==> src/rtl/isd_pkg.sv <==
package isd_pkg;
    localparam int Q_FRAC = 8;
    localparam int Q_W    = 16;
    localparam logic [Q_W-1:0] Q_ONE = 16'h0100;
    localparam logic [Q_W-1:0] Q_MAX = 16'hFFFF;

    typedef enum logic [1:0] {
        ST_IDLE,
        ST_AVG,
        ST_CHK,
        ST_RAT
    } est_state_e;
endpackage

==> src/rtl/isd_accum.sv <==
module isd_accum #(
    parameter int INTERVAL_LEN = 64,
    parameter int OUT_W        = 4,
    parameter int CNT_W        = $clog2(INTERVAL_LEN + 1),
    parameter int LAT_W        = CNT_W + OUT_W
) (
    input  logic             clk,
    input  logic             rst_n,
    input  logic             acc_i,
    input  logic             hp_i,
    input  logic             iss_i,
    input  logic             ret_i,
    input  logic             oth_i,
    input  logic [CNT_W-1:0] cmiss_i,
    output logic             tick_o,
    output logic             snap_v_o,
    output logic [CNT_W-1:0] s_all_o,
    output logic [CNT_W-1:0] s_hpacc_o,
    output logic [CNT_W-1:0] s_hpcyc_o,
    output logic [CNT_W-1:0] s_qcyc_o,
    output logic [CNT_W-1:0] s_mret_o,
    output logic [CNT_W-1:0] s_cmiss_o,
    output logic [LAT_W-1:0] s_lat_o
);
    typedef struct packed {
        logic [CNT_W-1:0] icnt;
        logic [CNT_W-1:0] n_all;
        logic [CNT_W-1:0] n_hpacc;
        logic [CNT_W-1:0] n_hpcyc;
        logic [CNT_W-1:0] n_qcyc;
        logic [CNT_W-1:0] n_mret;
        logic [LAT_W-1:0] n_lat;
        logic [OUT_W-1:0] outst;
        logic [CNT_W-1:0] s_all;
        logic [CNT_W-1:0] s_hpacc;
        logic [CNT_W-1:0] s_hpcyc;
        logic [CNT_W-1:0] s_qcyc;
        logic [CNT_W-1:0] s_mret;
        logic [CNT_W-1:0] s_cmiss;
        logic [LAT_W-1:0] s_lat;
        logic             snap_v;
    } acc_st_t;

    localparam logic [CNT_W-1:0] LAST = CNT_W'(INTERVAL_LEN - 1);

    acc_st_t st_d, st_q;
    logic    tick;

    assign tick = (st_q.icnt == LAST);

    always_comb begin
        st_d        = st_q;
        st_d.snap_v = 1'b0;
        if (acc_i) st_d.n_all = st_q.n_all + 1'b1;
        if (hp_i) begin
            st_d.n_hpcyc = st_q.n_hpcyc + 1'b1;
            st_d.n_lat   = st_q.n_lat + LAT_W'(st_q.outst);
            if (acc_i) st_d.n_hpacc = st_q.n_hpacc + 1'b1;
            if (ret_i) st_d.n_mret  = st_q.n_mret + 1'b1;
            if (oth_i && (st_q.outst != '0)) st_d.n_qcyc = st_q.n_qcyc + 1'b1;
        end
        st_d.outst = st_q.outst + OUT_W'(iss_i) - OUT_W'(ret_i);
        if (tick) begin
            st_d.s_all   = st_d.n_all;
            st_d.s_hpacc = st_d.n_hpacc;
            st_d.s_hpcyc = st_d.n_hpcyc;
            st_d.s_qcyc  = st_d.n_qcyc;
            st_d.s_mret  = st_d.n_mret;
            st_d.s_lat   = st_d.n_lat;
            st_d.s_cmiss = cmiss_i;
            st_d.snap_v  = 1'b1;
            st_d.icnt    = '0;
            st_d.n_all   = '0;
            st_d.n_hpacc = '0;
            st_d.n_hpcyc = '0;
            st_d.n_qcyc  = '0;
            st_d.n_mret  = '0;
            st_d.n_lat   = '0;
        end else begin
            st_d.icnt = st_q.icnt + 1'b1;
        end
    end

    always_ff @(posedge clk) begin
        if (!rst_n) st_q <= '0;
        else        st_q <= st_d;
    end

    assign tick_o    = tick;
    assign snap_v_o  = st_q.snap_v;
    assign s_all_o   = st_q.s_all;
    assign s_hpacc_o = st_q.s_hpacc;
    assign s_hpcyc_o = st_q.s_hpcyc;
    assign s_qcyc_o  = st_q.s_qcyc;
    assign s_mret_o  = st_q.s_mret;
    assign s_cmiss_o = st_q.s_cmiss;
    assign s_lat_o   = st_q.s_lat;
endmodule

==> src/rtl/isd_divider.sv <==
module isd_divider #(
    parameter int W = 24
) (
    input  logic         clk,
    input  logic         rst_n,
    input  logic         start_i,
    input  logic [W-1:0] dividend_i,
    input  logic [W-1:0] divisor_i,
    output logic         done_o,
    output logic [W-1:0] quot_o
);
    localparam int CW = $clog2(W + 1);
    localparam logic [CW-1:0] LAST_STEP = CW'(W - 1);

    typedef struct packed {
        logic          busy;
        logic          done;
        logic [CW-1:0] step;
        logic [W-1:0]  quo;
        logic [W:0]    rem;
        logic [W-1:0]  dsr;
    } div_st_t;

    div_st_t st_d, st_q;
    logic [W:0] rem_sh;

    always_comb begin
        st_d      = st_q;
        st_d.done = 1'b0;
        rem_sh    = {st_q.rem[W-1:0], st_q.quo[W-1]};
        if (start_i) begin
            st_d.busy = 1'b1;
            st_d.step = '0;
            st_d.quo  = dividend_i;
            st_d.rem  = '0;
            st_d.dsr  = divisor_i;
        end else if (st_q.busy) begin
            if (rem_sh >= {1'b0, st_q.dsr}) begin
                st_d.rem = rem_sh - {1'b0, st_q.dsr};
                st_d.quo = {st_q.quo[W-2:0], 1'b1};
            end else begin
                st_d.rem = rem_sh;
                st_d.quo = {st_q.quo[W-2:0], 1'b0};
            end
            st_d.step = st_q.step + 1'b1;
            if (st_q.step == LAST_STEP) begin
                st_d.busy = 1'b0;
                st_d.done = 1'b1;
            end
        end
    end

    always_ff @(posedge clk) begin
        if (!rst_n) st_q <= '0;
        else        st_q <= st_d;
    end

    assign done_o = st_q.done;
    assign quot_o = st_q.quo;
endmodule

==> src/rtl/slowdown_estimator.sv <==
module slowdown_estimator
    import isd_pkg::*;
#(
    parameter int INTERVAL_LEN = 64,
    parameter int OUT_W        = 4,
    parameter int CMISS_W      = $clog2(INTERVAL_LEN + 1)
) (
    input  logic               clk,
    input  logic               rst_n,
    input  logic               acc_i,
    input  logic               hp_owner_i,
    input  logic               miss_issue_i,
    input  logic               miss_return_i,
    input  logic               other_last_i,
    input  logic [CMISS_W-1:0] cont_miss_i,
    output logic [Q_W-1:0]     slowdown_o,
    output logic               valid_o,
    output logic               stale_o
);
    localparam int CNT_W  = CMISS_W;
    localparam int LAT_W  = CNT_W + OUT_W;
    localparam int NUM_W  = 2 * CNT_W + Q_FRAC;
    localparam int DW     = (NUM_W > LAT_W) ? NUM_W : LAT_W;
    localparam int CONT_W = CNT_W + LAT_W;

    typedef struct packed {
        est_state_e       st;
        logic [CNT_W-1:0] all;
        logic [CNT_W-1:0] hpacc;
        logic [CNT_W-1:0] hpcyc;
        logic [CNT_W-1:0] qcyc;
        logic [CNT_W-1:0] mret;
        logic [CNT_W-1:0] cmiss;
        logic [LAT_W-1:0] avg;
        logic [Q_W-1:0]   sd;
        logic             vld;
        logic             stale;
    } est_st_t;

    logic             tick, snap_v;
    logic [CNT_W-1:0] s_all, s_hpacc, s_hpcyc, s_qcyc, s_mret, s_cmiss;
    logic [LAT_W-1:0] s_lat;
    logic             div_start, div_done;
    logic [DW-1:0]    div_n, div_d, div_q;
    logic [CONT_W-1:0] cont;
    logic [CNT_W-1:0]  sub;
    logic [CNT_W-1:0]  corr;
    logic              eng_idle;

    est_st_t cur, nxt;

    isd_accum #(
        .INTERVAL_LEN(INTERVAL_LEN),
        .OUT_W       (OUT_W),
        .CNT_W       (CNT_W),
        .LAT_W       (LAT_W)
    ) u_accum (
        .clk      (clk),
        .rst_n    (rst_n),
        .acc_i    (acc_i),
        .hp_i     (hp_owner_i),
        .iss_i    (miss_issue_i),
        .ret_i    (miss_return_i),
        .oth_i    (other_last_i),
        .cmiss_i  (cont_miss_i),
        .tick_o   (tick),
        .snap_v_o (snap_v),
        .s_all_o  (s_all),
        .s_hpacc_o(s_hpacc),
        .s_hpcyc_o(s_hpcyc),
        .s_qcyc_o (s_qcyc),
        .s_mret_o (s_mret),
        .s_cmiss_o(s_cmiss),
        .s_lat_o  (s_lat)
    );

    isd_divider #(.W(DW)) u_div (
        .clk       (clk),
        .rst_n     (rst_n),
        .start_i   (div_start),
        .dividend_i(div_n),
        .divisor_i (div_d),
        .done_o    (div_done),
        .quot_o    (div_q)
    );

    assign cont = CONT_W'(cur.cmiss) * CONT_W'(cur.avg);
    assign sub  = cur.hpcyc - cur.qcyc;
    assign corr = sub - cont[CNT_W-1:0];

    always_comb begin
        nxt       = cur;
        nxt.vld   = 1'b0;
        div_start = 1'b0;
        div_n     = '0;
        div_d     = '0;
        unique case (cur.st)
            ST_IDLE: begin
                if (snap_v) begin
                    nxt.all   = s_all;
                    nxt.hpacc = s_hpacc;
                    nxt.hpcyc = s_hpcyc;
                    nxt.qcyc  = s_qcyc;
                    nxt.mret  = s_mret;
                    nxt.cmiss = s_cmiss;
                    div_start = 1'b1;
                    div_n     = DW'(s_lat);
                    div_d     = DW'(s_mret);
                    nxt.st    = ST_AVG;
                end
            end
            ST_AVG: begin
                if (div_done) begin
                    nxt.avg = (cur.mret == '0) ? '0 : div_q[LAT_W-1:0];
                    nxt.st  = ST_CHK;
                end
            end
            ST_CHK: begin
                if ((cur.hpacc == '0) || (cont >= CONT_W'(sub))) begin
                    nxt.vld   = 1'b1;
                    nxt.stale = 1'b1;
                    nxt.st    = ST_IDLE;
                end else begin
                    div_start = 1'b1;
                    div_n     = (DW'(cur.hpacc) * DW'(INTERVAL_LEN)) << Q_FRAC;
                    div_d     = DW'(cur.all) * DW'(corr);
                    nxt.st    = ST_RAT;
                end
            end
            ST_RAT: begin
                if (div_done) begin
                    if (div_q < DW'(Q_ONE))      nxt.sd = Q_ONE;
                    else if (div_q > DW'(Q_MAX)) nxt.sd = Q_MAX;
                    else                         nxt.sd = div_q[Q_W-1:0];
                    nxt.vld   = 1'b1;
                    nxt.stale = 1'b0;
                    nxt.st    = ST_IDLE;
                end
            end
            default: nxt.st = ST_IDLE;
        endcase
    end

    always_ff @(posedge clk) begin
        if (!rst_n) begin
            cur       <= '0;
            cur.st    <= ST_IDLE;
            cur.sd    <= Q_ONE;
        end else begin
            cur <= nxt;
        end
    end

    assign eng_idle   = (cur.st == ST_IDLE);
    assign slowdown_o = cur.sd;
    assign valid_o    = cur.vld;
    assign stale_o    = cur.stale;
endmodule

==> config.mk <==
export PLATFORM = sky130hd
export DESIGN_NAME = slowdown_estimator
export DESIGN_NICKNAME = d
export VERILOG_FILES = /design/src/rtl/isd_pkg.sv /design/src/rtl/isd_accum.sv /design/src/rtl/isd_divider.sv /design/src/rtl/slowdown_estimator.sv
export SDC_FILE = /design/constraint.sdc
export NUM_CORES = 1
export LEC_CHECK = 0
export CORE_MARGIN = 5
export CORE_UTILIZATION = 25
export DETAILED_ROUTE_END_ITERATION = 16
export PLACE_DENSITY = 0.47
export SYNTH_ARGS = -nofsm -noshare
export SYNTH_HDL_FRONTEND = slang
export SYNTH_SLANG_ARGS = --single-unit
==> constraint.sdc <==
create_clock -name clk -period 15.2 [get_ports clk]
set_clock_uncertainty 0.1 [all_clocks]
set_input_delay 3.04 -clock clk [delete_from_list [all_inputs] [get_ports clk]]
set_output_delay 3.04 -clock clk [all_outputs]
set_load 0.03 [all_outputs]
Word-level counts from Yosys, hierarchy flattened
Cells that the tools add are included.
W data, S select, Z words.
- output and inout bits: 18
- logic and storage cells: 110
- register bits: 258
- $lt $le $gt $ge: 4
- equal/unequal tests: 9
- bitwise logic cells: 2
- mux-type cells: 31
- reductions and logical operators: 16
- add/subtract/negate cells: 13
- multiply operators: 2
- operators with widths (kind ; number):
    $mux W52 ; 1
    $mux W45 ; 1
    $mux W44 ; 1
    $add A7 B1 Y7 const B ; 6
    $pmux W21 S2 ; 1
    $mux W39 ; 1
    $mux W7 ; 5
    $mux W16 ; 2
    $pmux W14 S2 ; 1
    $mux W24 ; 1
    $ge A23 B22 Y1 ; 1
    $sub A23 B22 Y23 ; 1
    $gt A22 B16 Y1 const B ; 1
    $lt A22 B9 Y1 const B ; 1
    $mux W11 ; 2
    $mux W21 ; 1
    $ge A18 B7 Y1 ; 1
    $mul A7 B11 Y18 ; 1
    $logic_not A7 Y1 ; 2
    $mul A7 B7 Y14 ; 1
    $mux W14 ; 1
    $sub A7 B7 Y7 ; 2
    $mux W2 ; 6
    $add A11 B4 Y11 ; 1
    23 further kinds ; 35

Logic depth before layout (Yosys ltp)
- depth in word-level cells: 6
- mapped depth: 32
- depth with buffers taken out: 31

Hierarchy
From an unflattened synthesis, not the netlist that was laid out.
- cell total of the unflattened synthesis: 2033
- area total of the unflattened synthesis: 17504.3 µm²
- modules (own cells, without submodules) (module ; cells each ; sequential area each (µm²) ; area an instance (µm²) ; instances):
    slowdown_estimator ; 963 ; 1461.4 ; 7930.1 ; 1
    isd_accum ; 530 ; 2222.1 ; 4949.7 ; 1
    isd_divider ; 540 ; 1461.4 ; 4624.4 ; 1

Worst setup path after synthesis
No wires, ideal clock.
- kind: reg2reg
- from: register cur[32] (netlist bit)
- to: register u_div.st_q[13] (netlist bit)
- setup time: 70 ps
- path buffers: 1
- slack: 7230 ps
- data required time: 15030 ps
- stages on the path, launching flop included: 30
- arrival: 7800 ps
- cells stage by stage: dfxtp_1 > clkbuf_1 > nand2_1 > fa_1 > inv_1 > fa_1 > fa_1 > fa_1 > ha_1 > o21ai_0 > nor2_1 > nor2_1 > ha_1 > xnor2_1 > nand2_1 > fa_1 > inv_1 > fa_1 > fa_1 > fa_1 > ha_1 > nor3_1 > nor2_1 > a31oi_1 > nor2b_1 > o21a_1 > o41ai_1 > xnor2_1 > nand2b_1 > a21oi_1
- cells in the longest elaborated chain, start to end: 5
- ends and longest elaborated chain (element ; line ; RTL):
    start: declaration ; slowdown_estimator.sv:50 ; est_st_t cur, nxt;
    start signal: assignment ; slowdown_estimator.sv:150 ; cur <= nxt;
    $mul A7 B11 Y18 (*) ; slowdown_estimator.sv:87 ; assign cont = CONT_W'(cur.cmiss) * CONT_W'(cur.avg);
    $sub A7 B7 Y7 / $ge A18 B7 Y1 (equally long branches) ; slowdown_estimator.sv:89, slowdown_estimator.sv:119 ;
    $mul A7 B7 Y14 / $logic_or A1 B1 Y1 (equally long branches) ; slowdown_estimator.sv:126, slowdown_estimator.sv:119 ;
    $mux W14 / $mux W1 (equally long branches) ; slowdown_estimator.sv:119 ; if ((cur.hpacc == '0) || (cont >= CONT_W'(sub))) begin
    $pmux W14 S2 / $pmux W1 S2 (equally long branches) ; slowdown_estimator.sv:97 ; unique case (cur.st)
    end signal: assignment ; isd_divider.sv:55 ; else st_q <= st_d;
    end: declaration ; isd_divider.sv:24 ; div_st_t st_d, st_q;
Mark *: on every way between the ends. The rest lies on a longest branch, timed or not.
A chain may end at the register's enable or synchronous reset.

Worst setup path in the final report
- from: register cur[34] (netlist bit)
- to: register u_div.st_q[13] (netlist bit)
The elaborated chain is that of the path after synthesis.

==> qor.txt <==
Avg Synthesized Cell Area - 8.44 sq um
Min-delay worst type - register to register
Fraction of layout cells with a size suffix above 1 - 0.0432
CTS resizes - 0
Starting DRC count in detailed routing - 517
Antenna cells - 0
Max Freq - 116 MHz
Yosys top cell area share - 0.324
Crit path capture type - register
Global-route wire length before repair - 64300 um
Max_slew headroom - 0.366
Req. time, crit path - 15.61 ns
Antenna violations before repair - 0
Pwr Total - 0.00142 W
Fin Setup TNS - 0 ns
Gate Count Post-Synth - 1822
Most used DFF post-synth - dfxtp_1
H-tree depth - 1
FFs w/ async S/R, synth - 0
Number of remaining DRC errors - 0
Clock buffer depth - 3
RePlAce Congestion - 0.837
Width of the chip - 258 um
Pleak - 6.95 nW
Area post-placement - 16300 sq um
Wire per inst - 15.0 um
Vias in the first global route - 11900
ANT nets after route - 0
GR Util All Layers - 0.116
Fin nets - 1989
Final hold viol count - 0
Finished Core Util - 0.280
Synth top cells by count - 249 x dfxtp_1, 228 x nand2_1, 218 x nor2_1
IO Pins - 32
Netlist Area Pre-Place - 15400 sq um
Worst-path fanout max - 12
PwrDens - 82.9 nW/um^2
CTS root buf - clkbuf_16
# Post-CTS Setup Buffers - 0
Post-synthesis cell type with the largest combined area - dfxtp_1
Fill count - 6486
Most numerous cell in the Yosys netlist - dfxtp_1
Port Buffers - 31
Via Count - 12100
CP arrival - 9.02 ns
Chip Height - 258 um
Synth Warn # - 0
# rows - 91
Pins Over Slew Limit - 0
Worst-Skew Late Latency - 0.58 ns
Final instance area - 17200 sq um
CTS tree - built
CTS clk-pin slew, worst paths - 0.06 ns
RSZ-0062 raised after global routing - no
Post-layout min period - 8.61 ns
Largest cells by area after synthesis - dfxtp_1 32%, ha_1 9.6%, fa_1 9.5%, nand2_1 5.6%, nor2_1 5.3%
Core Region - 61400 sq um
Largest net degree at the start of global routing - 79
Grt total ovfl - 0
P&R area growth vs syn - 11.7%
First drt pass iteration count - 5
Number of max-cap violations - 0
TritonCTS Buffers - 28
Via density - 4.68
Hold bufs inserted after CTS - 0
Final setup viols - 0
Synth cell types - 73
EDFF count, synth - 0
Clock sinks - 249
Peak supply drop - 0.0777 mV
Seq/Total Area, Yosys - 0.324
Synthesized flop and latch total - 249
Tcrit/Tclk final - 0.566
DPL Wire Length - 28800 um
Slew @ Worst Pin - 0.950 ns
Post-Route WL - 39000 um
Mapped Nets - 2027
Critical Setup Path Class - register to register
Startpoint types - register
Initial core utilization - 0.251
Die area - 66600 sq um
Outcome - finished clean
## cells by family after synthesis
logic type	count (synthesis)	share of synthesized area
AND/OR/NAND/NOR	669	0.198
AO/OA/AOI/OAI	349	0.150
XOR/XNOR	92	0.0524
adder cells (fa/ha/maj)	191	0.191
flip-flops	249	0.324
multiplexers	27	0.0177
buffers and inverters	245	0.0670
## critical path: stages, from the launching register on
cell	delay [ns]
dfxtp_1	0.57
and2_1	0.22
fa_1	0.45
fa_1	0.54
fa_1	0.53
fa_1	0.50
ha_1	0.39
o21ai_0	0.15
nor2_1	0.18
nor2_1	0.08
ha_1	0.32
xnor2_1	0.48
nand2_1	0.16
fa_1	0.56
inv_1	0.06
fa_1	0.50
fa_1	0.52
fa_1	0.49
ha_1	0.33
nor3_1	0.17
nor2_1	0.06
a31oi_1	0.21
nor2b_1	0.08
o21a_1	0.20
o41ai_1	0.33
xnor2_1	0.16
nand2b_1	0.07
a21oi_1	0.13
## cells in the final DEF (no fill, tap or decap), drive strengths merged, types with 22 or more instances in the layout
cell type	netlist	routed
inv	135	135
fa	73	73
nor2b	22	22
a21oi	111	111
dfxtp	249	249
xor2	42	42
clkdlybuf4s50	0	30
and2	53	53
nor3	35	35
ha	118	118
mux2i	26	26
nand3	37	37
o21ai	38	38
a211oi	72	72
nor2	218	218
xnor2	50	50
nand2	228	228
clkbuf	70	40
## metal layers
metal  part of all wire  track usage
met2               0.44        0.185
met1               0.50        0.166
met5                  0            0
met4              0.021       0.0279
met3              0.038       0.0160
## state kept, by name, indices dropped and copies added (netlist names), 11 cells and up
register,count
u_div.rem_sh,22
slowdown_o,16
u_accum.s_lat_o,11
cur,55
u_div.st_q,20
u_div.quot_o,22
u_accum.st_q,57
## where the power goes
part           switching [W]  total [W]  internal [W]
clock network       0.000281   0.000680      0.000399
registers         0.00000704   0.000670      0.000663
logic              0.0000427  0.0000748     0.0000322
## path summary, 6_finish.rpt
kind                                    from                          end  slack (ns)  depth (start not counted)
max                     cur[34]$_SDFFE_PN0P_  u_div.st_q[13]$_SDFFE_PN0P_        6.59                         27
min          u_accum.s_all_o[0]$_SDFFE_PN0P_         cur[64]$_SDFFE_PN0P_        0.34                          2
max reg2reg             cur[34]$_SDFFE_PN0P_  u_div.st_q[13]$_SDFFE_PN0P_        6.59                         27
min reg2reg  u_accum.s_all_o[0]$_SDFFE_PN0P_         cur[64]$_SDFFE_PN0P_        0.34                          2
## metrics by stage
stage | setup WS [ns] | std cells | hold WS (ns)
finish | 6.59 | 2594 | 0.344
detailed placement | 6.60 | 2544 | 0.344
global placement | 6.71 | 2544 | 0.335
global route | 6.05 | 2594 | 0.364
CTS | 6.58 | 2594 | 0.348
floorplan | 7.23 | 1822 | 0.318
## cell type report
cell class	instances	area, sq um	share of cell area
Clock buffer	40	796	0.0463
Clock inverter	10	131	0.00765
Inverter	136	513	0.0299
Multi-Input combinational cell	1328	9390	0.546
Sequential cell	249	4990	0.290
Tap cell	790	988	0.0575
Timing Repair Buffer	41	380	0.0221
Power figures use the tool's default switching activity.
